==> src/rtl/frtrk_pkg.sv <==
package frtrk_pkg;
  localparam int MF_FRAMES = 16;

  typedef struct packed {
    logic reserveGo;
    logic commitGo;
    logic peekGo;
    logic discardGo;
    logic flushGo;
    logic burstWrGo;
    logic burstRdGo;
  } frtrkStrobes_t;
endpackage

==> src/rtl/frtrk_ctrl.sv <==
module frtrk_ctrl
  import frtrk_pkg::*;
#(
  parameter int PTR_W = 7,
  parameter int CNT_W = PTR_W + 1
) (
  input  logic             clk,
  input  logic             rstN,
  input  logic             mfReserveReq,
  input  logic             mfCommitReq,
  input  logic             mfPeekReq,
  input  logic             mfDiscardReq,
  input  logic             flushReq,
  input  logic             burstWrReq,
  input  logic [CNT_W-1:0] burstWrMax,
  input  logic             burstRdReq,
  input  logic [CNT_W-1:0] burstRdMax,
  input  logic [PTR_W-1:0] wrAlloc,
  input  logic [PTR_W-1:0] wrCommit,
  input  logic [PTR_W-1:0] rdPeek,
  input  logic [PTR_W-1:0] rdDiscard,
  output frtrkStrobes_t    strobes,
  output logic [CNT_W-1:0] burstWrN,
  output logic [CNT_W-1:0] burstRdN,
  output logic [PTR_W-1:0] allocCnt,
  output logic [PTR_W-1:0] validCnt,
  output logic [PTR_W-1:0] unseenCnt,
  output logic [PTR_W-1:0] freeCnt
);
  localparam logic [CNT_W-1:0] RING_CNT = CNT_W'(1 << PTR_W);
  localparam logic [PTR_W-1:0] MF_NEED  = PTR_W'(MF_FRAMES);

  function automatic logic [CNT_W-1:0] min3(input logic [CNT_W-1:0] a,
                                            input logic [CNT_W-1:0] b,
                                            input logic [CNT_W-1:0] c);
    logic [CNT_W-1:0] m;
    m = (a < b) ? a : b;
    return (m < c) ? m : c;
  endfunction

  logic [CNT_W-1:0] wrRoom;
  logic [CNT_W-1:0] rdRoom;

  always_comb begin
    allocCnt  = wrAlloc - rdDiscard;
    validCnt  = wrCommit - rdDiscard;
    unseenCnt = wrCommit - rdPeek;
    freeCnt   = rdDiscard - wrAlloc - PTR_W'(1);
    wrRoom    = RING_CNT - {1'b0, wrCommit};
    rdRoom    = RING_CNT - {1'b0, rdPeek};
  end

  always_comb begin
    strobes.burstWrGo = burstWrReq;
    strobes.reserveGo = mfReserveReq && !burstWrReq && (freeCnt >= MF_NEED);
    strobes.commitGo  = mfCommitReq && !burstWrReq;
    strobes.flushGo   = flushReq;
    strobes.burstRdGo = burstRdReq && !flushReq;
    strobes.peekGo    = mfPeekReq && !flushReq && !burstRdReq && (unseenCnt >= MF_NEED);
    strobes.discardGo = mfDiscardReq && !flushReq && !burstRdReq;
    burstWrN = burstWrReq ? min3(burstWrMax, {1'b0, freeCnt}, wrRoom) : '0;
    burstRdN = strobes.burstRdGo ? min3(burstRdMax, {1'b0, unseenCnt}, rdRoom) : '0;
  end

  // a burst write never takes more than was asked for or than is free
  a_r7_wr_clamp: assert property (@(posedge clk) disable iff (!rstN)
    strobes.burstWrGo |-> (burstWrN <= burstWrMax) && (burstWrN <= {1'b0, freeCnt}));
  // a burst read never passes the ring end
  a_r8_rd_wrap: assert property (@(posedge clk) disable iff (!rstN)
    strobes.burstRdGo |-> ({1'b0, rdPeek} + burstRdN) <= RING_CNT);
endmodule

==> src/rtl/frtrk_datapath.sv <==
module frtrk_datapath
  import frtrk_pkg::*;
#(
  parameter int PTR_W    = 7,
  parameter int CNT_W    = PTR_W + 1,
  parameter int OFS_W    = 12,
  parameter int BASE_OFS = 0
) (
  input  logic             clk,
  input  logic             rstN,
  input  frtrkStrobes_t    strobes,
  input  logic [CNT_W-1:0] burstWrN,
  input  logic [CNT_W-1:0] burstRdN,
  output logic [PTR_W-1:0] wrAlloc,
  output logic [PTR_W-1:0] wrCommit,
  output logic [PTR_W-1:0] rdPeek,
  output logic [PTR_W-1:0] rdDiscard,
  output logic [OFS_W-1:0] allocOfs,
  output logic [OFS_W-1:0] commitOfs,
  output logic [OFS_W-1:0] peekOfs
);
  localparam logic [PTR_W-1:0] MF_STEP = PTR_W'(MF_FRAMES);
  localparam logic [OFS_W-1:0] BASE_V  = OFS_W'(BASE_OFS);

  logic [PTR_W-1:0] flushPt;
  logic [PTR_W-1:0] wrJoin;
  logic [PTR_W-1:0] rdJoin;

  always_comb begin
    flushPt = {wrCommit[PTR_W-1:4], 4'b0000};
    wrJoin  = wrCommit + burstWrN[PTR_W-1:0];
    rdJoin  = rdPeek + burstRdN[PTR_W-1:0];
    allocOfs  = BASE_V + OFS_W'(wrAlloc);
    commitOfs = BASE_V + OFS_W'(wrCommit);
    peekOfs   = BASE_V + OFS_W'(rdPeek);
  end

  always_ff @(posedge clk) begin
    if (!rstN) begin
      wrAlloc   <= '0;
      wrCommit  <= '0;
      rdPeek    <= '0;
      rdDiscard <= '0;
    end else begin
      if (strobes.burstWrGo) begin
        wrAlloc  <= wrJoin;
        wrCommit <= wrJoin;
      end else begin
        if (strobes.reserveGo) wrAlloc  <= wrAlloc + MF_STEP;
        if (strobes.commitGo)  wrCommit <= wrCommit + MF_STEP;
      end
      if (strobes.flushGo) begin
        rdPeek    <= flushPt;
        rdDiscard <= flushPt;
      end else if (strobes.burstRdGo) begin
        rdPeek    <= rdJoin;
        rdDiscard <= rdJoin;
      end else begin
        if (strobes.peekGo)    rdPeek    <= rdPeek + MF_STEP;
        if (strobes.discardGo) rdDiscard <= rdDiscard + MF_STEP;
      end
    end
  end

  // a reserve moves the alloc pointer by one granule
  a_r3_reserve_step: assert property (@(posedge clk) disable iff (!rstN)
    strobes.reserveGo |=> wrAlloc == $past(wrAlloc) + MF_STEP);
  // a commit moves the commit pointer by one granule
  a_r4_commit_step: assert property (@(posedge clk) disable iff (!rstN)
    strobes.commitGo |=> wrCommit == $past(wrCommit) + MF_STEP);
  // a peek moves the peek pointer by one granule
  a_r5_peek_step: assert property (@(posedge clk) disable iff (!rstN)
    strobes.peekGo |=> rdPeek == $past(rdPeek) + MF_STEP);
  // a discard moves the discard pointer by one granule
  a_r6_discard_step: assert property (@(posedge clk) disable iff (!rstN)
    strobes.discardGo |=> rdDiscard == $past(rdDiscard) + MF_STEP);
  // after a burst write the producer pointers coincide
  a_r7_wr_joined: assert property (@(posedge clk) disable iff (!rstN)
    strobes.burstWrGo |=> wrAlloc == wrCommit);
  // a flush leaves both consumer pointers equal and granule aligned
  a_r9_flush_aligned: assert property (@(posedge clk) disable iff (!rstN)
    strobes.flushGo |=> (rdPeek == rdDiscard) && (rdPeek[3:0] == 4'b0000));
  // a burst write never coincides with a multiframe producer strobe
  a_r10_wr_exclusive: assert property (@(posedge clk) disable iff (!rstN)
    strobes.burstWrGo |-> !(strobes.reserveGo || strobes.commitGo));
  // producer pointers idle when no producer strobe is present
  a_r1_wr_hold: assert property (@(posedge clk) disable iff (!rstN)
    !(strobes.burstWrGo || strobes.reserveGo || strobes.commitGo)
      |=> $stable(wrAlloc) && $stable(wrCommit));
endmodule

==> src/rtl/frame_ring_tracker.sv <==
module frame_ring_tracker
  import frtrk_pkg::*;
#(
  parameter int RING_FRAMES = 128,
  parameter int BASE_OFS    = 256,
  parameter int OFS_W       = 12,
  localparam int PTR_W      = $clog2(RING_FRAMES),
  localparam int CNT_W      = PTR_W + 1
) (
  input  logic             clk,
  input  logic             rstN,
  input  logic             mfReserveReq,
  input  logic             mfCommitReq,
  input  logic             mfPeekReq,
  input  logic             mfDiscardReq,
  input  logic             flushReq,
  input  logic             burstWrReq,
  input  logic [CNT_W-1:0] burstWrMax,
  input  logic             burstRdReq,
  input  logic [CNT_W-1:0] burstRdMax,
  output logic             mfReserveGrant,
  output logic [OFS_W-1:0] mfReserveOfs,
  output logic             mfPeekGrant,
  output logic [OFS_W-1:0] mfPeekOfs,
  output logic [CNT_W-1:0] burstWrCount,
  output logic [OFS_W-1:0] burstWrOfs,
  output logic [CNT_W-1:0] burstRdCount,
  output logic [OFS_W-1:0] burstRdOfs,
  output logic [PTR_W-1:0] allocCount,
  output logic [PTR_W-1:0] validCount,
  output logic [PTR_W-1:0] unseenCount,
  output logic [PTR_W-1:0] freeCount
);
  frtrkStrobes_t    strobes;
  logic [PTR_W-1:0] wrAlloc, wrCommit, rdPeek, rdDiscard;
  logic [OFS_W-1:0] allocOfs, commitOfs, peekOfs;

  frtrk_ctrl #(.PTR_W(PTR_W), .CNT_W(CNT_W)) u_ctrl (
    .clk, .rstN, .mfReserveReq, .mfCommitReq, .mfPeekReq, .mfDiscardReq,
    .flushReq, .burstWrReq, .burstWrMax, .burstRdReq, .burstRdMax,
    .wrAlloc, .wrCommit, .rdPeek, .rdDiscard, .strobes,
    .burstWrN(burstWrCount), .burstRdN(burstRdCount),
    .allocCnt(allocCount), .validCnt(validCount),
    .unseenCnt(unseenCount), .freeCnt(freeCount)
  );

  frtrk_datapath #(.PTR_W(PTR_W), .CNT_W(CNT_W), .OFS_W(OFS_W), .BASE_OFS(BASE_OFS)) u_dp (
    .clk, .rstN, .strobes, .burstWrN(burstWrCount), .burstRdN(burstRdCount),
    .wrAlloc, .wrCommit, .rdPeek, .rdDiscard, .allocOfs, .commitOfs, .peekOfs
  );

  assign mfReserveGrant = strobes.reserveGo;
  assign mfPeekGrant    = strobes.peekGo;
  assign mfReserveOfs   = allocOfs;
  assign burstWrOfs     = commitOfs;
  assign mfPeekOfs      = peekOfs;
  assign burstRdOfs     = peekOfs;
endmodule

==> config.mk <==
export PLATFORM = sky130hd
export DESIGN_NAME = frame_ring_tracker
export DESIGN_NICKNAME = d
export VERILOG_FILES = /design/src/rtl/frtrk_pkg.sv /design/src/rtl/frtrk_ctrl.sv /design/src/rtl/frtrk_datapath.sv /design/src/rtl/frame_ring_tracker.sv
export SDC_FILE = /design/constraint.sdc
export NUM_CORES = 1
export LEC_CHECK = 0
export ABC_AREA = 1
export ABC_CLOCK_PERIOD_IN_PS = 9800
export BUFFER_PORTS_ARGS = -buffer_cell sky130_fd_sc_hd__buf_2
export CORE_ASPECT_RATIO = 0.8
export CORE_MARGIN = 3
export CORE_UTILIZATION = 59
export CTS_BUF_LIST = sky130_fd_sc_hd__clkbuf_8
export CTS_CLUSTER_DIAMETER = 100
export DETAILED_ROUTE_END_ITERATION = 10
export GPL_ROUTABILITY_DRIVEN = 0
export HOLD_SLACK_MARGIN = 0.02
export PLACE_DENSITY = 0.87
export SLEW_MARGIN = 25
export SYNTH_ARGS = -nofsm -noshare
export SYNTH_HDL_FRONTEND = slang
export SYNTH_SLANG_ARGS = --single-unit
==> constraint.sdc <==
create_clock -name clk -period 9.8 [get_ports clk]
set_input_delay 2.45 -clock clk [delete_from_list [all_inputs] [get_ports clk]]
set_output_delay 2.45 -clock clk [all_outputs]
set_load 0.05 [all_outputs]
==> results.yml, run 1 <==
outcome:
  status: "complete, no violations"
timing:
  finalHoldViolations: 0
  tightest_slew_ns: 0.9980
  timing.fmax_mhz: 123.7
  final_max_slew_viol_count: 0
  fin_skew_ns: 0.003680
  slew_headroom_pct: 33.22
  grt_setup_unrepaired: "no"
  tns_ns: 0
  min_period_ns: 8.087
  layout_setup_ws_ns: 1.713
  setup_viol: 0
  min_period_over_period_pct: 82.52
placed_design:
  io_buffers: 98
  post-place-ws_ns: 1.781
  dpl.hpwl_mm: 8.829
  placed_cell_area_um2: 4398
setup_path:
  start_kind: "input port"
  end_kind: "output port"
  timing.critical_path.mode_cell: "nand2_1"
  slowest_delay_ns: 0.45
  cp.arrival_ns: 5.64
  critPathSlowestCell: "a211oi_1"
  r2r-start: "u_dp.wrAlloc[3]"
  required_ns: 7.35
  reg2reg_depth: 29
  crit_fanout: 10
  worstSetupPathType: "input port to output port"
  r2r_slack_ns: 3.27
  rr_endpoint: "u_dp.wrCommit[6]"
  cp_cell_sequence: "buf_2 -> ha_1 -> o21ai_0 -> nand2_1 -> nand2_1 -> nand2_1 -> a21oi_1 -> nand2_1 -> nand2_2 -> nand2_4 -> o21ai_0 -> ha_1 -> a21oi_1 -> nor2_1 -> a211oi_1 -> nand2_4 -> inv_1 -> nor2_1 -> a311oi_1 -> buf_2"
floorplan:
  placeableCoreArea_um2: 6441
  start_util_pct: 61.54
  io_pins: 119
  die_h_um: 79.31
  fp-row-count: 26
  die_x_um: 97.64
  die-area_um2: 7744
cts:
  post_cts_buffers: 0
  htree_levels: 1
  insertion_delay_ns: 0.28
  hold_buffers: 0
  cts_tree: "done"
  cts_buffer_depth: 2
  clock-sinks: 28
  path_clk_slew_ns: 0.10
  cts-buffers-inserted: 3
  ctsResizeCount: 0
  cts-root-buf: "clkbuf_8"
worst_hold_path:
  hold_end: "u_dp.wrAlloc[0]"
  hold_class: "flip-flop to flip-flop"
  hold_start: "u_dp.wrAlloc[0]"
  min_path_cells: 2
logic_synthesis:
  synthAdderAreaFrac_pct: 23.99
  syn_inst: 594
  synth_xor_xnor_area_share_pct: 7.071
  syn-cell-area_um2: 3964
  synth_top_family_by_area: "adder cells"
  synth-seq-cells: 28
  synth-compound-area-share_pct: 20.42
  muxShareOfSynthArea_pct: 0
  synth_cell_types: 35
  yosysWarnings: 0
  yosys.area_share.simple_pct: 18.97
  seq_area_frac_synth_pct: 14.14
  synth_area_per_cell_um2: 6.673
global_route:
  grt_usage_pct: 26.81
  antenna_found_initial: 0
  grt_max_degree: 21
  grt_pass1_vias: 3684
  grt_remaining_overflow: 0
  grt_pass1_wl_mm: 17.51
job:
  drv_cap: 0
route:
  drt-vias-per-instance: 5.431
  detail-route-antenna-nets: 0
  vias: 4149
  wl_per_cell_um: 13.98
  drc: 0
  drt-initial-drc-count: 271
  dr.pass1.iters: 5
  wirelength_mm: 10.68
layout:
  drive_above_1_share_pct: 17.50
  areaGrowthSynthToFinish_pct: 12.34
  antennaDiodeCount: 0
  final_cell_area_um2: 4453
  final_nets: 779
[layout make-up]
class,count,area (µm²)
multi-input combinational,453,2875
timing repair buffer,98,490.5
clock buffer,4,55.05
fill,552,1988
tap,84,105.1
inverter,97,366.6
sequential,28,560.5
[cells in the final DEF (no fill, tap or decap), drive strengths merged]
master,Yosys,routed
or2,2,2
inv,96,96
conb,2,22
nor2,43,43
a21oi,68,68
dfxtp,28,28
nand3b,3,3
a311oi,1,1
clkinv,1,1
clkbuf,7,4
buf,29,98
xor2,31,31
o31ai,2,2
ha,68,68
nor3,5,5
fa,5,5
a31oi,6,6
nand3,10,10
a41oi,1,1
a21o,1,1
a211oi,7,7
o21ai,54,54
a221oi,1,1
nand2,113,113
xnor2,1,1
o211ai,2,2
o21bai,5,5
nand4,2,2
[worst max-delay path, delay by kind of cell]
family	cells	cell delay (ns)
AOI/OAI and AO/OA	6	1.32
and+or+nand+nor	9	0.71
buffers and inverters	3	0.61
adders and majority gates	2	0.55
[logic make-up after synthesis]
group,count (synthesis)
other,2
and+or+nand+nor,178
adders and majority gates,73
AOI/OAI and AO/OA,148
DFF,28
xor gates and xnor gates,32
buffers and inverters,133
[cell usage after synthesis]
cell | count | area, µm²
fa_1 | 5 | 100.1
xnor2_1 | 1 | 8.760
dfxtp_1 | 28 | 560.5
a311oi_1 | 1 | 8.760
conb_1 | 2 | 7.510
clkbuf_1 | 7 | 26.28
inv_4 | 1 | 6.260
clkinv_1 | 1 | 3.750
nor2_2 | 1 | 6.260
buf_1 | 2 | 7.510
nor2_1 | 42 | 157.7
nand3_1 | 10 | 50.05
a21oi_1 | 66 | 330.3
a41oi_1 | 1 | 8.760
o21ai_0 | 54 | 270.3
xor2_1 | 31 | 271.5
a21o_1 | 1 | 7.510
nand2_2 | 8 | 50.05
o31ai_1 | 2 | 15.01
nand2_4 | 2 | 22.52
o211ai_1 | 2 | 15.01
nand4_1 | 1 | 6.260
inv_1 | 95 | 356.6
o21bai_1 | 5 | 37.54
buf_4 | 27 | 202.7
nand3b_1 | 3 | 22.52
a31oi_1 | 6 | 37.54
nor3_1 | 5 | 25.02
nand4_2 | 1 | 12.51
ha_1 | 68 | 850.8
or2_2 | 2 | 12.51
nand2_1 | 103 | 386.6
a211oi_1 | 7 | 52.55
a21oi_2 | 2 | 17.52
a221oi_1 | 1 | 8.760
[worst max-delay path by stage]
stage	start	to	depth (start not counted)
2_1_floorplan	burstRdMax[1]	burstRdCount[0]	19
3_3_place_gp	burstRdMax[1]	burstRdCount[0]	20
3_5_place_dp	burstRdMax[1]	burstRdCount[0]	20
4_1_cts	burstRdMax[1]	burstRdCount[0]	20
5_1_grt	burstRdMax[3]	burstRdCount[0]	18
6_report	burstRdMax[1]	burstRdCount[0]	20
[metal layers]
metal / global-route usage, % / up-vias / wire, µm
met1: 37.67 / 1873 / 4834
met3: 3.600 / 9 / 871
met2: 45.28 / 195 / 4891
met5: 0 / - / 0
li1: - / 2072 / -
met4: 3.043 / 0 / 82
[through the flow]
stage	cells	util [%]	hold WS, ns
after global routing	764	69.13	0.5138
after floorplan	614	-	0.4616
after CTS	764	69.13	0.4882
after global placement	760	68.28	0.4675
after detailed placement	760	68.28	0.4746
final	764	69.13	0.4840
Power of run 1 is left out: the tool's default activity adds up to more than one toggle a clock period on the data nets, which glitch-free logic cannot reach.
==> inputs of run 2 (changes only) <==
- ABC_AREA: 1 -> 0
- ABC_CLOCK_PERIOD_IN_PS: 9800 -> 6900
- CORE_UTILIZATION: 59 -> 49
- PLACE_DENSITY: 0.87 -> 0.76
- clock period: 9.8 -> 6.9 ns (I/O delays scaled with it)
==> results.yml, run 2 <==
global_route:
  grt_remaining_overflow: 0
  grt_usage_pct: 25.77
  grt_max_degree: 20
  grt_pass1_vias: 4184
  antenna_found_initial: 0
  grt_pass1_wl_mm: 19.86
route:
  drt-initial-drc-count: 278
  wl_per_cell_um: 16.52
  vias: 4235
  detail-route-antenna-nets: 0
  dr.pass1.iters: 5
  drc: 0
  wirelength_mm: 12.74
  drt-vias-per-instance: 5.493
floorplan:
  start_util_pct: 50.91
  placeableCoreArea_um2: 8019
  die_x_um: 108.1
  die-area_um2: 9470
  fp-row-count: 29
  die_h_um: 87.64
  io_pins: 119
placed_design:
  io_buffers: 98
  dp.cells: 748
  dpl.hpwl_mm: 9.506
logic_synthesis:
  yosysWarnings: 0
  synth-seq-cells: 28
  synth_cell_types: 55
  synth_area_per_cell_um2: 7.791
  yosys.cell_count.top_type: "ha_1"
  synth_edf_count: 0
  syn-cell-area_um2: 4083
  syn_inst: 524
  seq_area_frac_synth_pct: 13.73
  synth_area_leaders: "ha_1 (21%), dfxtp_1 (14%), xnor2_1 (6.9%)"
  synth_flop_cell: "dfxtp_1"
  async_flop_share_pct: 0
  synth_top_area_share_pct: 20.84
  yosys-top-cells-count: "ha_1 (68), inv_1 (54), nand2_1 (45), a21oi_1 (41), xnor2_1 (32)"
  synth_area_leader_cell: "ha_1"
timing:
  tightest_slew_ns: 0.8241
  tns_ns: -1.289
  fin_skew_ns: 0.006380
  final_max_slew_viol_count: 0
  min_period_ns: 7.103
  grt_setup_unrepaired: "yes"
  setup_viol: 8
  layout_setup_ws_ns: -0.2026
  min_period_over_period_pct: 102.9
  timing.fmax_mhz: 140.8
  slew_headroom_pct: 44.19
  finalHoldViolations: 0
setup_path:
  worst-path-buf-inv: 5
  worstSetupPathType: "flip-flop to output port"
  start_kind: "flip-flop"
  crit_fanout: 6
  r2r-start: "u_dp.wrCommit[0]"
  rr_endpoint: "u_dp.rdPeek[6]"
  cp.arrival_ns: 5.38
  startpoint: "u_dp.wrCommit[0]"
  slowest_delay_ns: 0.38
  critical-path-top-delay-family: "compound AO/OA/AOI/OAI gates"
  endpoint: "burstRdCount[0]"
  required_ns: 5.18
  critPathSlowestCell: "a221o_2"
  worst-path-stages: 26
  end_kind: "output port"
  reg2reg_depth: 38
  r2r_slack_ns: 0.16
layout:
  finalNonFillerCells: 771
  antennaDiodeCount: 0
  areaGrowthSynthToFinish_pct: 38.28
  seq_area_um2: 581.8
  nFillCells: 600
  drive_above_1_share_pct: 38.46
  final_nets: 762
  multi_input_area_um2: 3623
  final_common_cell: "buf_2"
  final_cell_mix: "buf_2 (82), ha_1 (57), inv_1 (49)"
cts:
  insertion_delay_ns: 0.28
  hold_buffers: 0
  cts_tree: "done"
  clock-sinks: 28
  cts_buffer_depth: 2
  cts-root-buf: "clkbuf_8"
  htree_levels: 1
  path_clk_slew_ns: 0.10
  cts-buffers-inserted: 3
outcome:
  violations: "setup timing"
  status: "finished with violations"
worst_hold_path:
  hold_class: "flip-flop to flip-flop"
job:
  drv_cap: 0
==> run 2: cell count changes in the layout (fill, tap and decap cells not counted), sizes merged, moves of 15 or more <==
| cell | delta |
|---|---|
| xor2 | -16 |
| a21oi | -26 |
| o21ai | -23 |
| nand2 | -68 |
| nor2 | -15 |
| buf | +54 |
| xnor2 | +31 |
| a21o | +21 |
| inv | -43 |
| nand2b | +16 |
==> run 2: cells by family (layout without fill, tap and decap cells) <==
group                      Yosys count  count (layout)  synth area share [%]
buffers and inverters               93             211                 11.28
muxes                               13              13                 3.800
AOI/OAI and AO/OA                  137             137                 22.13
adders and majority gates           73              73                 23.29
and+or+nand+nor                    131             132                 15.51
DFF                                 28              28                 13.73
xor gates and xnor gates            47              47                 10.08
other                                2              22                0.1839
==> run 2: how the worst min path moves through the flow <==
stage | start | end | slack [ns] | cells after the start
3_5_place_dp | flip-flop | flip-flop | 0.48 | 2
2_1_floorplan | flip-flop | flip-flop | 0.45 | 2
5_1_grt | flip-flop | flip-flop | 0.53 | 2
3_3_place_gp | flip-flop | flip-flop | 0.48 | 2
6_report | flip-flop | flip-flop | 0.49 | 2
4_1_cts | flip-flop | flip-flop | 0.49 | 2
==> run 2: metal layers <==
layer | part of all wire (%) | track usage, %
met3 | 6.2 | 3.611
met4 | 2.1 | 6.881
met2 | 47 | 43.06
met5 | 0 | 0
met1 | 45 | 35.10
==> run 2: worst register-to-register path, delay by kind of cell, from the launching register on <==
| family | cells | cell delay [ns] |
|---|---|---|
| AOI/OAI and AO/OA | 14 | 2.53 |
| adders and majority gates | 6 | 1.28 |
| and+or+nand+nor | 6 | 0.66 |
| buffers and inverters | 7 | 0.65 |
| muxes | 2 | 0.60 |
| xor gates and xnor gates | 3 | 0.50 |
| DFF | 1 | 0.37 |
==> run 2: layout make-up <==
type	count	share of cell area [%]
Multi-Input combinational cell	424	64.18
Timing Repair Buffer	152	18.37
Sequential cell	28	10.31
Inverter	55	3.768
Tap cell	108	2.394
Clock buffer	4	0.9752
==> run 2: what timing repair did <==
item / CTS / global route
setup endpoints to repair: 15 / 22
pin swaps: 25 / 17
gates resized for setup: 59 / 45
cloned: 1 / 0
setup buffers: 9 / 9
==> run 2: through the flow <==
stage                     worst slack (ns)  utilization, %  area [µm²]  hold WS [ns]
after floorplan                    0.01072               -        4388        0.4530
after global placement             -0.1283           62.68        5026        0.4755
after detailed placement           -0.2294           62.68        5026        0.4783
after CTS                        -0.004279           67.81        5438        0.4919
after global routing               -0.3295           70.40        5645        0.5310
final                              -0.2026           70.40        5645        0.4941
Power of run 2 is left out for the same reason.
